--- src/rtl/cmpt_pkg.sv ---
package cmpt_pkg;

    typedef enum logic [1:0] {
        ACT_NONE   = 2'b00,
        ACT_TOGGLE = 2'b01,
        ACT_CLEAR  = 2'b10,
        ACT_SET    = 2'b11
    } oc_act_e;

    typedef struct packed {
        logic [2:0] prs;
        logic       crst;
        logic       run;
    } ctrl_t;

    localparam logic [3:0] ADR_CTRL  = 4'd0;
    localparam logic [3:0] ADR_FLAG  = 4'd1;
    localparam logic [3:0] ADR_COUNT = 4'd2;
    localparam logic [3:0] ADR_ACT   = 4'd3;
    localparam logic [3:0] ADR_CMP0  = 4'd8;

    function automatic logic oc_next(oc_act_e a, logic cur);
        case (a)
            ACT_TOGGLE: return ~cur;
            ACT_CLEAR:  return 1'b0;
            ACT_SET:    return 1'b1;
            default:    return cur;
        endcase
    endfunction

endpackage

--- src/rtl/cmpt_prescaler.sv ---
module cmpt_prescaler #(
    parameter int PSW = 3
) (
    input  logic           clk,
    input  logic           rst,
    input  logic           run,
    input  logic           restart,
    input  logic [PSW-1:0] prs,
    output logic           tick,
    output logic           fresh
);
    localparam int PCW = (1 << PSW) - 1;

    logic [PCW-1:0] pcnt;
    logic [PCW-1:0] div_m1;

    always_comb begin
        div_m1 = PCW'((32'd1 << prs) - 32'd1);
        tick   = run && (pcnt >= div_m1);
        fresh  = run && (pcnt == '0);
    end

    always_ff @(posedge clk) begin
        if (rst || !run || restart || tick) begin
            pcnt <= '0;
        end else begin
            pcnt <= pcnt + 1'b1;
        end
    end

    // a stopped timer keeps its phase at the start
    p_phase_held_r8: assert property (@(posedge clk) disable iff (rst)
        !run |=> (pcnt == '0));

endmodule

--- src/rtl/cmpt_counter.sv ---
module cmpt_counter #(
    parameter int W = 16
) (
    input  logic         clk,
    input  logic         rst,
    input  logic         run,
    input  logic         tick,
    input  logic         crst,
    input  logic [W-1:0] top,
    input  logic         load,
    input  logic [W-1:0] load_val,
    output logic [W-1:0] cnt,
    output logic         restart,
    output logic         ovf_evt
);
    localparam logic [W-1:0] CNT_MAX = {W{1'b1}};

    logic at_top;
    logic hold_zero;

    always_comb begin
        at_top    = run && crst && (top != '0) && (cnt == top);
        hold_zero = run && crst && (top == '0);
        restart   = at_top || load;
        ovf_evt   = tick && !crst && !load && (cnt == CNT_MAX);
    end

    always_ff @(posedge clk) begin
        if (rst) begin
            cnt <= '0;
        end else if (load) begin
            cnt <= load_val;
        end else if (at_top || hold_zero) begin
            cnt <= '0;
        end else if (tick) begin
            cnt <= cnt + 1'b1;
        end
    end

    // the top value lasts one bus cycle only
    p_top_one_cycle_r4: assert property (@(posedge clk) disable iff (rst)
        (run && crst && top != '0 && cnt == top && !load) |=> (cnt == '0));

    // zero top value pins the count at zero
    p_hold_zero_r5: assert property (@(posedge clk) disable iff (rst)
        (run && crst && top == '0 && !load) |=> (cnt == '0));

    // a load lands in the next cycle
    p_load_r9: assert property (@(posedge clk) disable iff (rst)
        load |=> (cnt == $past(load_val)));

endmodule

--- src/rtl/cmpt_channel.sv ---
module cmpt_channel
    import cmpt_pkg::*;
#(
    parameter int W = 16
) (
    input  logic         clk,
    input  logic         rst,
    input  logic         fresh,
    input  logic [W-1:0] cnt,
    input  logic [W-1:0] cmp,
    input  oc_act_e      act,
    output logic         hit,
    output logic         oc_q
);
    assign hit = fresh && (cnt == cmp);

    always_ff @(posedge clk) begin
        if (rst) begin
            oc_q <= 1'b0;
        end else if (hit) begin
            oc_q <= oc_next(act, oc_q);
        end
    end

    // pin reacts to a hit per its action code
    p_set_r6: assert property (@(posedge clk) disable iff (rst)
        (hit && act == ACT_SET) |=> oc_q);
    p_clear_r6: assert property (@(posedge clk) disable iff (rst)
        (hit && act == ACT_CLEAR) |=> !oc_q);
    p_toggle_r6: assert property (@(posedge clk) disable iff (rst)
        (hit && act == ACT_TOGGLE) |=> (oc_q != $past(oc_q)));
    p_quiet_r6: assert property (@(posedge clk) disable iff (rst)
        (!hit || act == ACT_NONE) |=> $stable(oc_q));

endmodule

--- src/rtl/cmp_reset_timer.sv ---
module cmp_reset_timer
    import cmpt_pkg::*;
#(
    parameter int W   = 16,
    parameter int NCH = 8,
    parameter int AW  = 4,
    parameter int PSW = 3
) (
    input  logic           clk,
    input  logic           rst,
    input  logic           bus_wr,
    input  logic [AW-1:0]  bus_addr,
    input  logic [W-1:0]   bus_wdata,
    output logic [W-1:0]   bus_rdata,
    output logic [W-1:0]   count_o,
    output logic [NCH-1:0] oc_o,
    output logic [NCH-1:0] cmp_flag_o,
    output logic           ovf_flag_o
);
    localparam int TOPCH = NCH - 1;
    localparam int ACTW  = 2 * NCH;
    localparam int CTW   = $bits(ctrl_t);

    ctrl_t           ctrl_q;
    logic [ACTW-1:0] act_q;
    logic [W-1:0]    cmp_q [NCH];
    logic [NCH:0]    flag_q;

    logic            tick, fresh, restart, ovf_evt, load;
    logic [W-1:0]    cnt;
    logic [NCH-1:0]  hit;
    logic [NCH:0]    flag_clr;
    logic [NCH:0]    flag_set;

    always_comb begin
        load     = bus_wr && (bus_addr == ADR_COUNT);
        flag_clr = (bus_wr && bus_addr == ADR_FLAG) ? bus_wdata[NCH:0] : '0;
        flag_set = {ovf_evt, hit};
    end

    always_ff @(posedge clk) begin
        if (rst) begin
            ctrl_q <= '0;
            act_q  <= '0;
            flag_q <= '0;
        end else begin
            if (bus_wr && bus_addr == ADR_CTRL) ctrl_q <= ctrl_t'(bus_wdata[CTW-1:0]);
            if (bus_wr && bus_addr == ADR_ACT)  act_q  <= bus_wdata[ACTW-1:0];
            flag_q <= (flag_q & ~flag_clr) | flag_set;
        end
    end

    for (genvar i = 0; i < NCH; i++) begin : g_cmp_reg
        always_ff @(posedge clk) begin
            if (rst) begin
                cmp_q[i] <= '0;
            end else if (bus_wr && bus_addr == AW'(ADR_CMP0 + i)) begin
                cmp_q[i] <= bus_wdata;
            end
        end
    end

    cmpt_prescaler #(.PSW(PSW)) u_prs (
        .clk     (clk),
        .rst     (rst),
        .run     (ctrl_q.run),
        .restart (restart),
        .prs     (ctrl_q.prs),
        .tick    (tick),
        .fresh   (fresh)
    );

    cmpt_counter #(.W(W)) u_cnt (
        .clk      (clk),
        .rst      (rst),
        .run      (ctrl_q.run),
        .tick     (tick),
        .crst     (ctrl_q.crst),
        .top      (cmp_q[TOPCH]),
        .load     (load),
        .load_val (bus_wdata),
        .cnt      (cnt),
        .restart  (restart),
        .ovf_evt  (ovf_evt)
    );

    for (genvar i = 0; i < NCH; i++) begin : g_chan
        cmpt_channel #(.W(W)) u_ch (
            .clk   (clk),
            .rst   (rst),
            .fresh (fresh),
            .cnt   (cnt),
            .cmp   (cmp_q[i]),
            .act   (oc_act_e'(act_q[2*i +: 2])),
            .hit   (hit[i]),
            .oc_q  (oc_o[i])
        );
    end

    always_comb begin
        bus_rdata = '0;
        if (bus_addr == ADR_CTRL) begin
            bus_rdata = W'(ctrl_q);
        end else if (bus_addr == ADR_FLAG) begin
            bus_rdata = W'(flag_q);
        end else if (bus_addr == ADR_COUNT) begin
            bus_rdata = cnt;
        end else if (bus_addr == ADR_ACT) begin
            bus_rdata = W'(act_q);
        end else if (bus_addr >= ADR_CMP0 && (int'(bus_addr) - int'(ADR_CMP0)) < NCH) begin
            bus_rdata = cmp_q[int'(bus_addr) - int'(ADR_CMP0)];
        end
    end

    assign count_o    = cnt;
    assign cmp_flag_o = flag_q[NCH-1:0];
    assign ovf_flag_o = flag_q[NCH];

    // a wrap event always reaches the overflow flag
    p_ovf_flag_r3: assert property (@(posedge clk) disable iff (rst)
        ovf_evt |=> flag_q[NCH]);

    // a stopped timer keeps its count
    p_freeze_r8: assert property (@(posedge clk) disable iff (rst)
        (!ctrl_q.run && !load) |=> $stable(cnt));

    // between ticks the count does not move
    p_no_step_r2: assert property (@(posedge clk) disable iff (rst)
        (ctrl_q.run && !ctrl_q.crst && !tick && !load) |=> $stable(cnt));

    // an event wins over a simultaneous clear
    p_set_wins_r7: assert property (@(posedge clk) disable iff (rst)
        hit[0] |=> flag_q[0]);

endmodule

--- config.mk ---
export PLATFORM = sky130hd
export DESIGN_NAME = cmp_reset_timer
export DESIGN_NICKNAME = d
export VERILOG_FILES = /design/src/rtl/cmpt_pkg.sv /design/src/rtl/cmpt_prescaler.sv /design/src/rtl/cmpt_counter.sv /design/src/rtl/cmpt_channel.sv /design/src/rtl/cmp_reset_timer.sv
export SDC_FILE = /design/constraint.sdc
export NUM_CORES = 1
export LEC_CHECK = 0
export BUFFER_PORTS_ARGS = -buffer_cell sky130_fd_sc_hd__buf_2
export CORE_ASPECT_RATIO = 0.75
export CORE_MARGIN = 5
export CORE_UTILIZATION = 25
export DETAILED_ROUTE_END_ITERATION = 6
export GPL_ROUTABILITY_DRIVEN = 0
export SYNTH_ARGS = -nofsm -noshare
export SYNTH_HDL_FRONTEND = slang
export SYNTH_SLANG_ARGS = --single-unit
--- constraint.sdc ---
create_clock -name clk -period 4.99 [get_ports clk]
set_input_delay 0.499 -clock clk [delete_from_list [all_inputs] [get_ports clk]]
set_output_delay 0.499 -clock clk [all_outputs]
set_load 0.02 [all_outputs]
==> results by group, run 1 <==
Logic synthesis
  • Post-synthesis simple-gate area fraction: 0.2324
  • Post-Synth XOR/XNOR Area: 0.1009
  • Synth top area share: 0.3329
  • Main combinational cell family by area after synthesis: simple AND/OR/NAND/NOR gates
  • Yosys warnings: 0
  • Mean area per synthesized cell: 10.38 µm²
  • Cell taking the most area after synthesis: edfxtp_1
  • Post-Synth Adder-Cell Area: 0.01084
  • Mapped Cells: 1112
  • #FFs+latches synth: 189
  • Synth Cell Area: 11550 µm²
  • Synth cell types: 64
  • Number of flops mapped to enable cells by yosys: 128
  • Top cells by area, synth: edfxtp_1 33%, dfxtp_1 11%, and2_1 7.1%
  • Sequential area share after synthesis: 0.4387
  • Mux cell area share after synthesis: 0.08453
  • Async SR Flop Fraction: 0
  • Synth Flop Type: edfxtp_1
  • Complex-gate fraction of the synthesized area: 0.08908
  • Syn nets: 1145

Setup path
  • Crit path DAT: 2890 ps
  • R2R depth: 8
  • Worst EP required: 4490 ps
  • CP endpoint: bus_rdata[15]
  • Nature of the critical path endpoint: output pin
  • Worst reg2reg endpoint: u_cnt.cnt[5]
  • Startpoint types: input port
  • Crit. Startpoint: bus_addr[0]
  • Crit-path max FO: 46
  • R2R setup slack: 1860 ps
  • CP Class: input port to output pin
  • Worst R2R Start: ctrl_q[4]

Clocking
  • Htree depth: 4
  • Resized cells post-CTS: 0
  • Worst-Skew Late Latency: 460 ps
  • TritonCTS clock tree: done
  • CTS clk-pin slew, worst paths: 70 ps
  • Max clock buf depth: 2
  • CTS Root Buffer Type: clkbuf_16
  • Sink Count: 189
  • TritonCTS Buffers: 17
  • Hold_buf cts: 0
  • Post-CTS setup buffers: 0

Detailed routing
  • Routed vias: 9385
  • DRT iter0 DRCs: 1280
  • DRC violations left: 0
  • Vias/cell: 5.384
  • Final antenna-violating net count: 0
  • Wire per inst: 24.27 µm
  • DRT Pass-1 Iters: 5
  • Final WL: 42300 µm

Die
  • Die width: 258.2 µm
  • Rows: 68
  • Die ar.: 50630 µm²
  • I/O pins: 72
  • Initial Utilization: 0.2518
  • Die Span Y: 196.1 µm
  • Core area: 45860 µm²

Timing
  • Setup TNS: 0 ps
  • Final hold vios: 0
  • Clk_skew: 15.17 ps
  • Final Critical Period: 3388 ps
  • Highest clock rate: 295.1 MHz
  • Final WS setup: 1602 ps
  • Final Max Slew Viols: 0
  • Final setup viols: 0
  • Slew @ Worst Pin: 1192 ps
  • Slew Limit Headroom: 0.2012
  • Unrepaired setup endpoints after global routing: false
  • Final period util: 0.6790

Power
  • Register share of total power: 0.510
  • Leakage Power: 0.004672 µW
  • Worst IR drop on VDD: 0.2060 mV
  • Tot Pwr: 3549 µW
  • Cell-internal power: 2572 µW
  • Clock share of power: 0.374
  • Power density cells: 273.7 nW/µm²
  • Switch share: 0.2752
  • NetSw: 976.9 µW
  • Comb pwr share: 0.116

GRT
  • Initial antenna violation count: 4
  • First-pass GRT wire length: 61430 µm
  • Largest net degree at the start of global routing: 48
  • Gr usage total: 0.1633
  • Grt total ovfl: 0
  • Number of global-route vias before repair: 8842

Layout
  • Layout cells sized above 1: 0.1777
  • Core Util, Final: 0.2827
  • Diode count: 0
  • # nets final: 1168
  • Layout area overhead: 12.30%
  • Fillers: 4743
  • Finished Layout Cells: 1743
  • Register Area: 5065 µm²
  • Area of the multi-input gates: 6013 µm²

Flow run
  • Max_cap viols: 0

Status
  • Outcome: finished clean

Hold path
  • HP Class: flop to flop

Place
  • Pre-CTS WS: 1623 ps
  • Dpl cells: 1711
  • Port bufs: 71
  • DP Wirelength: 31350 µm
-- flip-flops by register name, indices dropped and copies added, names as in the netlist --
signal	cells
flag_q	9
u_cnt.cnt	16
cmp_q	128
u_prs.pcnt	7
act_q	16
g_chan.u_ch.oc_q	8
ctrl_q	5
-- area by class of cell --
cell class / count / share of cell area
clock inverters: 15 / 0.009264
repair buffers: 100 / 0.04439
clock buffers: 17 / 0.03281
inverters: 6 / 0.001737
flip-flops and latches: 189 / 0.3906
multi-input cells: 821 / 0.4638
well taps: 595 / 0.05742
-- critical path, cell delays in order --
cell      delay [ps]
buf_2            750
buf_4            390
mux4_2           520
a221oi_1         370
a21oi_1          110
buf_2            220
-- metrics by stage --
stage / cell area (µm²) / hold slack (ps)
global placement: 12420 / 438.7
floorplan: 11550 / 425.8
detailed placement: 12420 / 446.4
CTS: 12970 / 434.5
finish: 12970 / 459.0
global route: 12970 / 460.4
-- cell usage in the layout, fill, tap and decap left out, types with 12 or more instances in the layout --
cell,synthesis,layout
and2_1,131,131
edfxtp_1,128,128
nand2_1,95,95
xor2_1,79,79
buf_2,21,70
dfxtp_1,61,61
nor2_1,56,56
xnor2_1,54,54
a21oi_1,46,46
nor4_1,38,36
mux4_2,32,32
buf_4,13,30
nand4_1,26,26
nor3b_1,22,22
o21ai_0,21,21
nand3_1,20,20
a221oi_1,17,17
clkbuf_16,0,17
or2_2,14,14
mux2_2,12,12
mux2i_1,12,12
nor3_1,13,12
-- power by group through the flow --
stage | combinational [µW] | sequential, µW | clock, µW
2_1_floorplan | 264 | 1810 | 0
3_3_place_gp | 400 | 1840 | 0
3_5_place_dp | 405 | 1840 | 0
4_1_cts | 407 | 1810 | 1340
5_1_grt | 437 | 1810 | 1400
6_report | 412 | 1810 | 1330
-- cell usage after synthesis (20+ instances only) --
| master | instances |
|---|---|
| nor4_1 | 38 |
| mux4_2 | 32 |
| edfxtp_1 | 128 |
| clkbuf_1 | 48 |
| nand3_1 | 20 |
| o21ai_0 | 21 |
| nand2_1 | 95 |
| nor2_1 | 56 |
| xnor2_1 | 54 |
| xor2_1 | 79 |
| a21oi_1 | 46 |
| dfxtp_1 | 61 |
| nand4_1 | 26 |
| nor3b_1 | 22 |
| and2_1 | 131 |
| buf_2 | 21 |
-- per-layer routing --
metal  share of wire  wire, µm  GRT usage  up-vias
met5               0         0          0        -
met4           0.022       948    0.03696        0
met3            0.13      5386    0.05816       63
met2            0.41     17450     0.2336      595
met1            0.44     18510     0.2363     4656
li1                -         -          -     4071
-- kinds of logic (layout without fill, tap and decap cells) --
group / Yosys count / count (layout)
flops: 189 / 189
mux: 56 / 56
simple gates: 476 / 476
compound gates: 146 / 146
fa+ha+maj: 10 / 10
xor+xnor: 133 / 133
buf+inv: 102 / 138
-- worst min path at each step --
stage / start / endpoint / depth (start not counted)
5_1_grt: bus_wdata[9] / act_q[9] / 3
2_1_floorplan: u_prs.pcnt[0] / u_prs.pcnt[0] / 1
3_3_place_gp: u_prs.pcnt[0] / u_prs.pcnt[0] / 1
3_5_place_dp: u_prs.pcnt[0] / u_prs.pcnt[0] / 1
6_report: u_prs.pcnt[0] / u_prs.pcnt[0] / 1
4_1_cts: bus_wdata[0] / act_q[0] / 3
No activity file was read; power rests on OpenSTA's default activity.
==> run 2: changes to the inputs <==
==> constraint.sdc (replaced) <==
create_clock -name clk -period 3.1 [get_ports clk]
set_input_delay 0.31 -clock clk [delete_from_list [all_inputs] [get_ports clk]]
set_output_delay 0.31 -clock clk [all_outputs]
set_load 0.02 [all_outputs]
==> run 2 against run 1 <==
  * Power increased by 68%
  * Via count increased by 1.8%
  * Register-to-register slack got worse by 1500 ps
  * Worst hold slack got worse by 200 ps
  * Sequential cell count unchanged
  * Sequential share of layout area decreased by 0.82 points
  * Die area unchanged
  * Utilization increased by 0.61 points
  * Global-route usage increased by 0.77 points
  * Clock skew decreased by 2.4 ps
  * Highest routed layer is now met5
==> results by group, run 2 (synthesized netlist as in run 1, its figures left out) <==
Status
  • Outcome: finished clean (unchanged)

Clocking
  • Resized cells post-CTS: 0 (unchanged)
  • CTS Root Buffer Type: clkbuf_16 (unchanged)
  • Htree depth: 4 (unchanged)
  • Hold_buf cts: 0 (unchanged)
  • TritonCTS Buffers: 17 (unchanged)
  • Sink Count: 189 (unchanged)
  • TritonCTS clock tree: done (unchanged)
  • Worst-Skew Late Latency: 470 ps (was 460 ps)
  • CTS clk-pin slew, worst paths: 70 ps (about the same)
  • Post-CTS setup buffers: 0 (unchanged)
  • Max clock buf depth: 2 (unchanged)

Detailed routing
  • Wire per inst: 24.77 µm (was 24.27 µm)
  • Vias/cell: 5.389 (was 5.384)
  • Final WL: 43910 µm (was 42300 µm)
  • DRC violations left: 0 (unchanged)
  • DRT iter0 DRCs: 1214 (was 1280)
  • DRT Pass-1 Iters: 5 (unchanged)
  • Final antenna-violating net count: 0 (unchanged)
  • Routed vias: 9554 (was 9385)

Layout
  • Most frequent cells in the layout: 131 x and2_1, 128 x edfxtp_1, 95 x nand2_1 (unchanged)
  • Area of the multi-input gates: 6001 µm² (was 6013 µm²)
  • # nets final: 1197 (was 1168)
  • Most flop-heavy register: cmp_q (unchanged)
  • Layout cells sized above 1: 0.1997 (was 0.1777)
  • Fillers: 4715 (was 4743)
  • Layout area overhead: 14.71% (was 12.30%)
  • Most common cell after layout, fill and taps aside: and2_1 (unchanged)
  • Max FFs per register: 128 (unchanged)
  • Register Area: 5065 µm² (unchanged)
  • Biggest regs: cmp_q x128, act_q x16, u_cnt.cnt x16 (unchanged)

Timing
  • Final Critical Period: 2855 ps
  • Final WS setup: 244.8 ps (was 1602 ps)
  • Slew Limit Headroom: 0.2963 (was 0.2012)
  • Unrepaired setup endpoints after global routing: false (unchanged)
  • Highest clock rate: 350.2 MHz
  • Clk_skew: 12.79 ps (was 15.17 ps)
  • Final setup viols: 0 (unchanged)
  • Final hold vios: 0 (unchanged)
  • Setup TNS: 0 ps (unchanged)
  • Final Max Slew Viols: 0 (unchanged)
  • Slew @ Worst Pin: 1052 ps (was 1192 ps)
  • Final period util: 0.9210

Setup path
  • Crit path DAT: 2550 ps (was 2890 ps)
  • Crit path cell chain: buf_4 > mux2i_1 > o21ai_0 > mux2i_1 > o21ai_0 > buf_2 (was buf_2 > buf_4 > mux4_2 > a221oi_1 > a21oi_1 > buf_2)
  • Kind of cell adding the most delay to the critical path: compound AO/OA/AOI/OAI gates (was buffers and inverters)
  • Worst EP required: 2790 ps (was 4490 ps)
  • Crit-path max FO: 9 (was 46)
  • Slowest cell on crit path: dfxtp_1 (was buf_2)
  • Slowest cell delay on critical path: 590 ps (was 750 ps)
  • CP Class: flop to output pin (was input port to output pin)
  • Nature of the critical path endpoint: output pin (unchanged)
  • Startpoint types: flop (was input port)
  • Critical path buffer and inverter count: 2 (was 3)

Die
  • I/O pins: 72 (unchanged)
  • Rows: 68 (unchanged)
  • Initial Utilization: 0.2518 (unchanged)
  • Die ar.: 50630 µm² (unchanged)
  • Core area: 45860 µm² (unchanged)
  • Die width: 258.2 µm (unchanged)
  • Die Span Y: 196.1 µm (unchanged)

Place
  • Pre-CTS WS: 292.0 ps (was 1623 ps)
  • Port bufs: 71 (unchanged)
  • DP Wirelength: 33030 µm (was 31350 µm)

GRT
  • Initial antenna violation count: 1 (was 4)
  • Number of global-route vias before repair: 9103 (was 8842)
  • Gr usage total: 0.1709 (was 0.1633)
  • Grt total ovfl: 0 (unchanged)
  • Largest net degree at the start of global routing: 37 (was 48)
  • First-pass GRT wire length: 63540 µm (was 61430 µm)

Power
  • Tot Pwr: 5965 µW (was 3549 µW)
  • Leakage Power: 0.004854 µW (was 0.004672 µW)
  • Worst IR drop on VDD: 0.4084 mV (was 0.2060 mV)
  • Power density cells: 450.4 nW/µm² (was 273.7 nW/µm²)

Hold path
  • HP Class: input port to flop (was flop to flop)

Flow run
  • Max_cap viols: 0 (unchanged)
-- run 2: cell types whose count changed in the layout (fill, tap and decap cells not counted), sizes merged --
| cell | delta |
|---|---|
| clkinv | -4 |
| bufinv | +2 |
| buf | +29 |
| clkbuf | +4 |
| clkinvlp | -2 |
| diode | +1 |
-- run 2: metal layers --
layer  GRT usage  part of all wire
met5           0           0.00030
met3     0.07411              0.15
met1      0.2427              0.43
met4     0.05041             0.025
met2      0.2344              0.40
-- run 2: final timing paths --
check | startpoint | to | slack [ps] | cells after the start
min | bus_wdata[12] | act_q[12] | 250 | 3
max reg2reg | u_cnt.cnt[10] | u_cnt.cnt[14] | 410 | 6
min reg2reg | u_prs.pcnt[0] | u_prs.pcnt[0] | 470 | 1
max | u_cnt.cnt[1] | bus_rdata[1] | 240 | 6
-- run 2: cell type report --
type	instances	area share
multi-input cells	821	0.4531
diodes	1	0.0001889
well taps	595	0.05621
flip-flops and latches	189	0.3824
clock inverters	11	0.01171
clock buffers	21	0.03477
inverters	6	0.001701
repair buffers	129	0.05990
-- run 2: stage by stage --
| step | hold slack, ps | cells | utilization | instance area, µm² |
|---|---|---|---|---|
| finish | 254.9 | 1773 | 0.2888 | 13240 |
| detailed placement | 455.7 | 1740 | 0.2752 | 12620 |
| CTS | 228.8 | 1772 | 0.2886 | 13240 |
| floorplan | 425.8 | 1112 | - | 11550 |
| global route | 238.9 | 1772 | 0.2887 | 13240 |
| global placement | 439.3 | 1740 | 0.2752 | 12620 |
-- run 2: report_power, final --
part	internal (µW)	total (µW)	switching, µW
clock	1320	2350	1030
sequential	2800	2930	131
combinational	254	680	426
total	4380	5960	1590
-- run 2: tightest hold or removal path, stage by stage --
cell,delay [ps]
buf_2,210
nand2_1,100
a21oi_1,50
==> run 3: changes to the inputs <==
--- a/config.mk
+++ b/config.mk
@@ -5,10 +5,12 @@
 export SDC_FILE = /design/constraint.sdc
 export NUM_CORES = 1
 export LEC_CHECK = 0
+export ABC_AREA = 1
 export BUFFER_PORTS_ARGS = -buffer_cell sky130_fd_sc_hd__buf_2
 export CORE_ASPECT_RATIO = 0.75
 export CORE_MARGIN = 5
 export CORE_UTILIZATION = 25
+export CTS_CLUSTER_SIZE = 8
 export DETAILED_ROUTE_END_ITERATION = 6
 export GPL_ROUTABILITY_DRIVEN = 0
 export SYNTH_ARGS = -nofsm -noshare
==> run 3 against run 2 <==
  * Highest routed layer unchanged
  * Sequential power about the same
  * Global-route usage down 0.63 points
  * The run now ends with DRC left
  * Setup slack better by 290 ps
  * Non-clock buffer count down 20
  * Maximum frequency up 11%
  * Register-to-register slack better by 260 ps
  * First-iteration DRC count up 7.2%
  * Worst hold slack worse by 29 ps
  * Wire length down 7.8%
  * Largest power group unchanged
  * Clock skew up 0.84 ps
  * Clock power about the same
  * Synthesized cell count up 26%
==> results by group, run 3 <==
Status
  • Outcome: finished, violations left (was finished clean)
  • Failing checks: DRC

Place
  • Port bufs: 71 (unchanged)
  • DP Wirelength: 30310 µm (was 33030 µm)
  • DP Area: 11990 µm² (was 12620 µm²)
  • Dpl cells: 2019 (was 1740)

GRT
  • Initial antenna violation count: 2 (was 1)
  • Grt total ovfl: 0 (unchanged)
  • Gr usage total: 0.1646 (was 0.1709)
  • Number of global-route vias before repair: 9568 (was 9103)
  • First-pass GRT wire length: 60140 µm (was 63540 µm)
  • Largest net degree at the start of global routing: 33 (was 37)

Setup path
  • Slowest cell delay on critical path: 480 ps (was 590 ps)
  • CP Class: input port to output pin (was flop to output pin)
  • Top cell by count, worst path: buf_2
  • Worst reg2reg endpoint: u_cnt.cnt[4] (was u_cnt.cnt[14])
  • Startpoint types: input port (was flop)
  • Crit path cell chain: buf_2 > nand2_1 > inv_1 > o21ai_0 > o31ai_1 > a211oi_1 > nand3_1 > buf_2 (was buf_4 > mux2i_1 > o21ai_0 > mux2i_1 > o21ai_0 > buf_2)
  • Worst R2R Start: u_cnt.cnt[13] (was u_cnt.cnt[10])
  • Crit path DAT: 2260 ps (was 2550 ps)
  • Crit-path max FO: 14 (was 9)
  • Cell count along the critical path: 8 (was 6)
  • Critical path buffer and inverter count: 3 (was 2)
  • Kind of cell adding the most delay to the critical path: buffers and inverters (was compound AO/OA/AOI/OAI gates)
  • R2R setup slack: 670 ps (was 410 ps)
  • R2R depth: 11 (was 6)
  • Nature of the critical path endpoint: output pin (unchanged)
  • Slowest cell on crit path: inv_1 (was dfxtp_1)
  • Worst EP required: 2790 ps (about the same)

Logic synthesis
  • Complex-gate fraction of the synthesized area: 0.1048 (was 0.08908)
  • Number of flops mapped to enable cells by yosys: 128 (unchanged)
  • Mean area per synthesized cell: 7.848 µm² (was 10.38 µm²)
  • Yosys warnings: 0 (unchanged)
  • Synth Flop Type: edfxtp_1 (unchanged)
  • Post-synthesis simple-gate area fraction: 0.2844 (was 0.2324)
  • Main combinational cell family by area after synthesis: simple AND/OR/NAND/NOR gates (unchanged)
  • Mux cell area share after synthesis: 0 (was 0.08453)
  • Cell taking the most area after synthesis: edfxtp_1 (unchanged)
  • Synth Cell Area: 10990 µm² (was 11550 µm²)
  • Cell with the most instances after synthesis: nand2_1 (was and2_1)
  • Post-Synth Adder-Cell Area: 0.01139 (was 0.01084)
  • Async SR Flop Fraction: 0 (unchanged)
  • Synth cell types: 43 (was 64)
  • Mapped Cells: 1400 (was 1112)
  • Synth top area share: 0.3498 (was 0.3329)
  • Sequential area share after synthesis: 0.4610 (was 0.4387)
  • Top cells by area, synth: edfxtp_1 35%, dfxtp_1 11%, nand2_1 10% (was edfxtp_1 33%, dfxtp_1 11%, and2_1 7.1%)
  • Post-Synth XOR/XNOR Area: 0.05979 (was 0.1009)
  • #FFs+latches synth: 189 (unchanged)
  • Commonest cells post-synth: 302 x nand2_1, 266 x nor2_1, 128 x edfxtp_1 (was 131 x and2_1, 128 x edfxtp_1, 95 x nand2_1)
  • Syn nets: 1433 (was 1145)

Layout
  • Area of the multi-input gates: 5067 µm² (was 6001 µm²)
  • Most common cell after layout, fill and taps aside: nand2_1 (was and2_1)
  • Max FFs per register: 128 (unchanged)
  • Most frequent cells in the layout: 302 x nand2_1, 266 x nor2_1, 128 x edfxtp_1 (was 131 x and2_1, 128 x edfxtp_1, 95 x nand2_1)
  • Core Util, Final: 0.2901 (was 0.2888)
  • Register Area: 5065 µm² (unchanged)
  • Fillers: 4636 (was 4715)
  • # nets final: 1493 (was 1197)
  • Layout area overhead: 14.70% (was 14.71%)
  • Diode count: 0 (was 1)
  • Design area: 12600 µm² (was 13240 µm²)
  • Most flop-heavy register: cmp_q (unchanged)
  • Finished Layout Cells: 2051 (was 1773)
  • Layout cells sized above 1: 0.1290 (was 0.1997)
  • Biggest regs: cmp_q x128, act_q x16, u_cnt.cnt x16 (unchanged)

Clocking
  • Resized cells post-CTS: 0 (unchanged)
  • Sink Count: 189 (unchanged)
  • Hold_buf cts: 0 (unchanged)
  • Post-CTS setup buffers: 0 (unchanged)
  • CTS Root Buffer Type: clkbuf_16 (unchanged)
  • TritonCTS clock tree: done (unchanged)
  • Max clock buf depth: 2 (unchanged)
  • Worst-Skew Late Latency: 450 ps (was 470 ps)
  • CTS clk-pin slew, worst paths: 70 ps (about the same)
  • TritonCTS Buffers: 17 (unchanged)
  • Htree depth: 4 (unchanged)

Timing
  • Clk_skew: 13.62 ps (was 12.79 ps)
  • Final setup viols: 0 (unchanged)
  • Final hold vios: 0 (unchanged)
  • Highest clock rate: 389.3 MHz (was 350.2 MHz)
  • Slew @ Worst Pin: 873.1 ps (was 1052 ps)
  • Setup TNS: 0 ps (unchanged)
  • Slew Limit Headroom: 0.4165 (was 0.2963)
  • Final Critical Period: 2569 ps (was 2855 ps)
  • Final period util: 0.8286 (was 0.9210)
  • Final Max Slew Viols: 0 (unchanged)
  • Unrepaired setup endpoints after global routing: false (unchanged)

Die
  • I/O pins: 72 (unchanged)
  • Initial Utilization: 0.2529 (was 0.2518)
  • Die width: 252.1 µm (was 258.2 µm)
  • Die ar.: 48280 µm² (was 50630 µm²)
  • Rows: 66 (was 68)
  • Die Span Y: 191.6 µm (was 196.1 µm)
  • Core area: 43440 µm² (was 45860 µm²)

Hold path
  • Hold depth: 5 (was 3)
  • Hold Path Origin: bus_wdata[14] (was bus_wdata[12])
  • Worst Hold Endpoint: u_cnt.cnt[14] (was act_q[12])
  • HP Class: input port to flop (unchanged)

Power
  • Power density cells: 481.6 nW/µm² (was 450.4 nW/µm²)
  • Leakage Power: 0.005178 µW (was 0.004854 µW)
  • Worst IR drop on VDD: 0.3911 mV (was 0.4084 mV)
  • Tot Pwr: 6069 µW (was 5965 µW)

Detailed routing
  • DRT Pass-1 Iters: 7 (was 5)
  • Final antenna-violating net count: 0 (unchanged)
  • Routed vias: 10340 (was 9554)
  • DRT iter0 DRCs: 1301 (was 1214)
  • Vias/cell: 5.041 (was 5.389)
  • Final WL: 40490 µm (was 43910 µm)
  • Wire per inst: 19.74 µm (was 24.77 µm)
  • DRC violations left: 3 (was 0)

Flow run
  • Max_cap viols: 0 (unchanged)
run 3: logic make-up (layout without fill, tap and decap cells):
logic type	count (synthesis)	in the layout
compound gates	202	202
buf+inv	198	271
xor+xnor	75	75
fa+ha+maj	10	10
simple gates	726	726
flops	189	189
run 3: area by class of cell:
cell class,count,area share
clock inverter,14,0.01440
inverter,130,0.03932
timing repair buffer,109,0.05083
tap,578,0.05739
clock buffer,18,0.03405
multi-input combinational,1013,0.4021
sequential,189,0.4019
run 3: worst max-delay path by stage:
stage / startpoint / end
finish: bus_addr[3] / bus_rdata[4]
global route: bus_addr[2] / bus_rdata[3]
CTS: bus_addr[2] / bus_rdata[15]
detailed placement: bus_addr[2] / u_cnt.cnt[13]
global placement: bus_addr[2] / bus_rdata[15]
floorplan: bus_addr[0] / cmp_q[0][0]
run 3: layer usage:
layer,vias up,GRT usage,part of all wire,routed length (µm)
li1,4770,-,-,-
met2,608,0.2389,0.41,16660
met4,4,0.04591,0.026,1073
met3,95,0.05413,0.13,5276
met5,-,0,0.00077,31
met1,4862,0.2342,0.43,17450
run 3: power breakdown:
part	switching (µW)	internal, µW	leakage (µW)
combinational	558	240	0.00316
clock	1060	1290	0.000297
sequential	109	2810	0.00172
run 3: tightest hold or removal path, delay by kind of cell:
family	cells	cell delay, ps
AND/OR/NAND/NOR	4	230
buffers and inverters	1	100
run 3: stage by stage:
stage	setup slack (ps)	hold WS (ps)
after floorplan	785.5	429.7
final	531.3	226.3
after global placement	599.8	446.0
after global routing	319.3	238.7
after CTS	594.8	213.6
after detailed placement	590.6	449.1
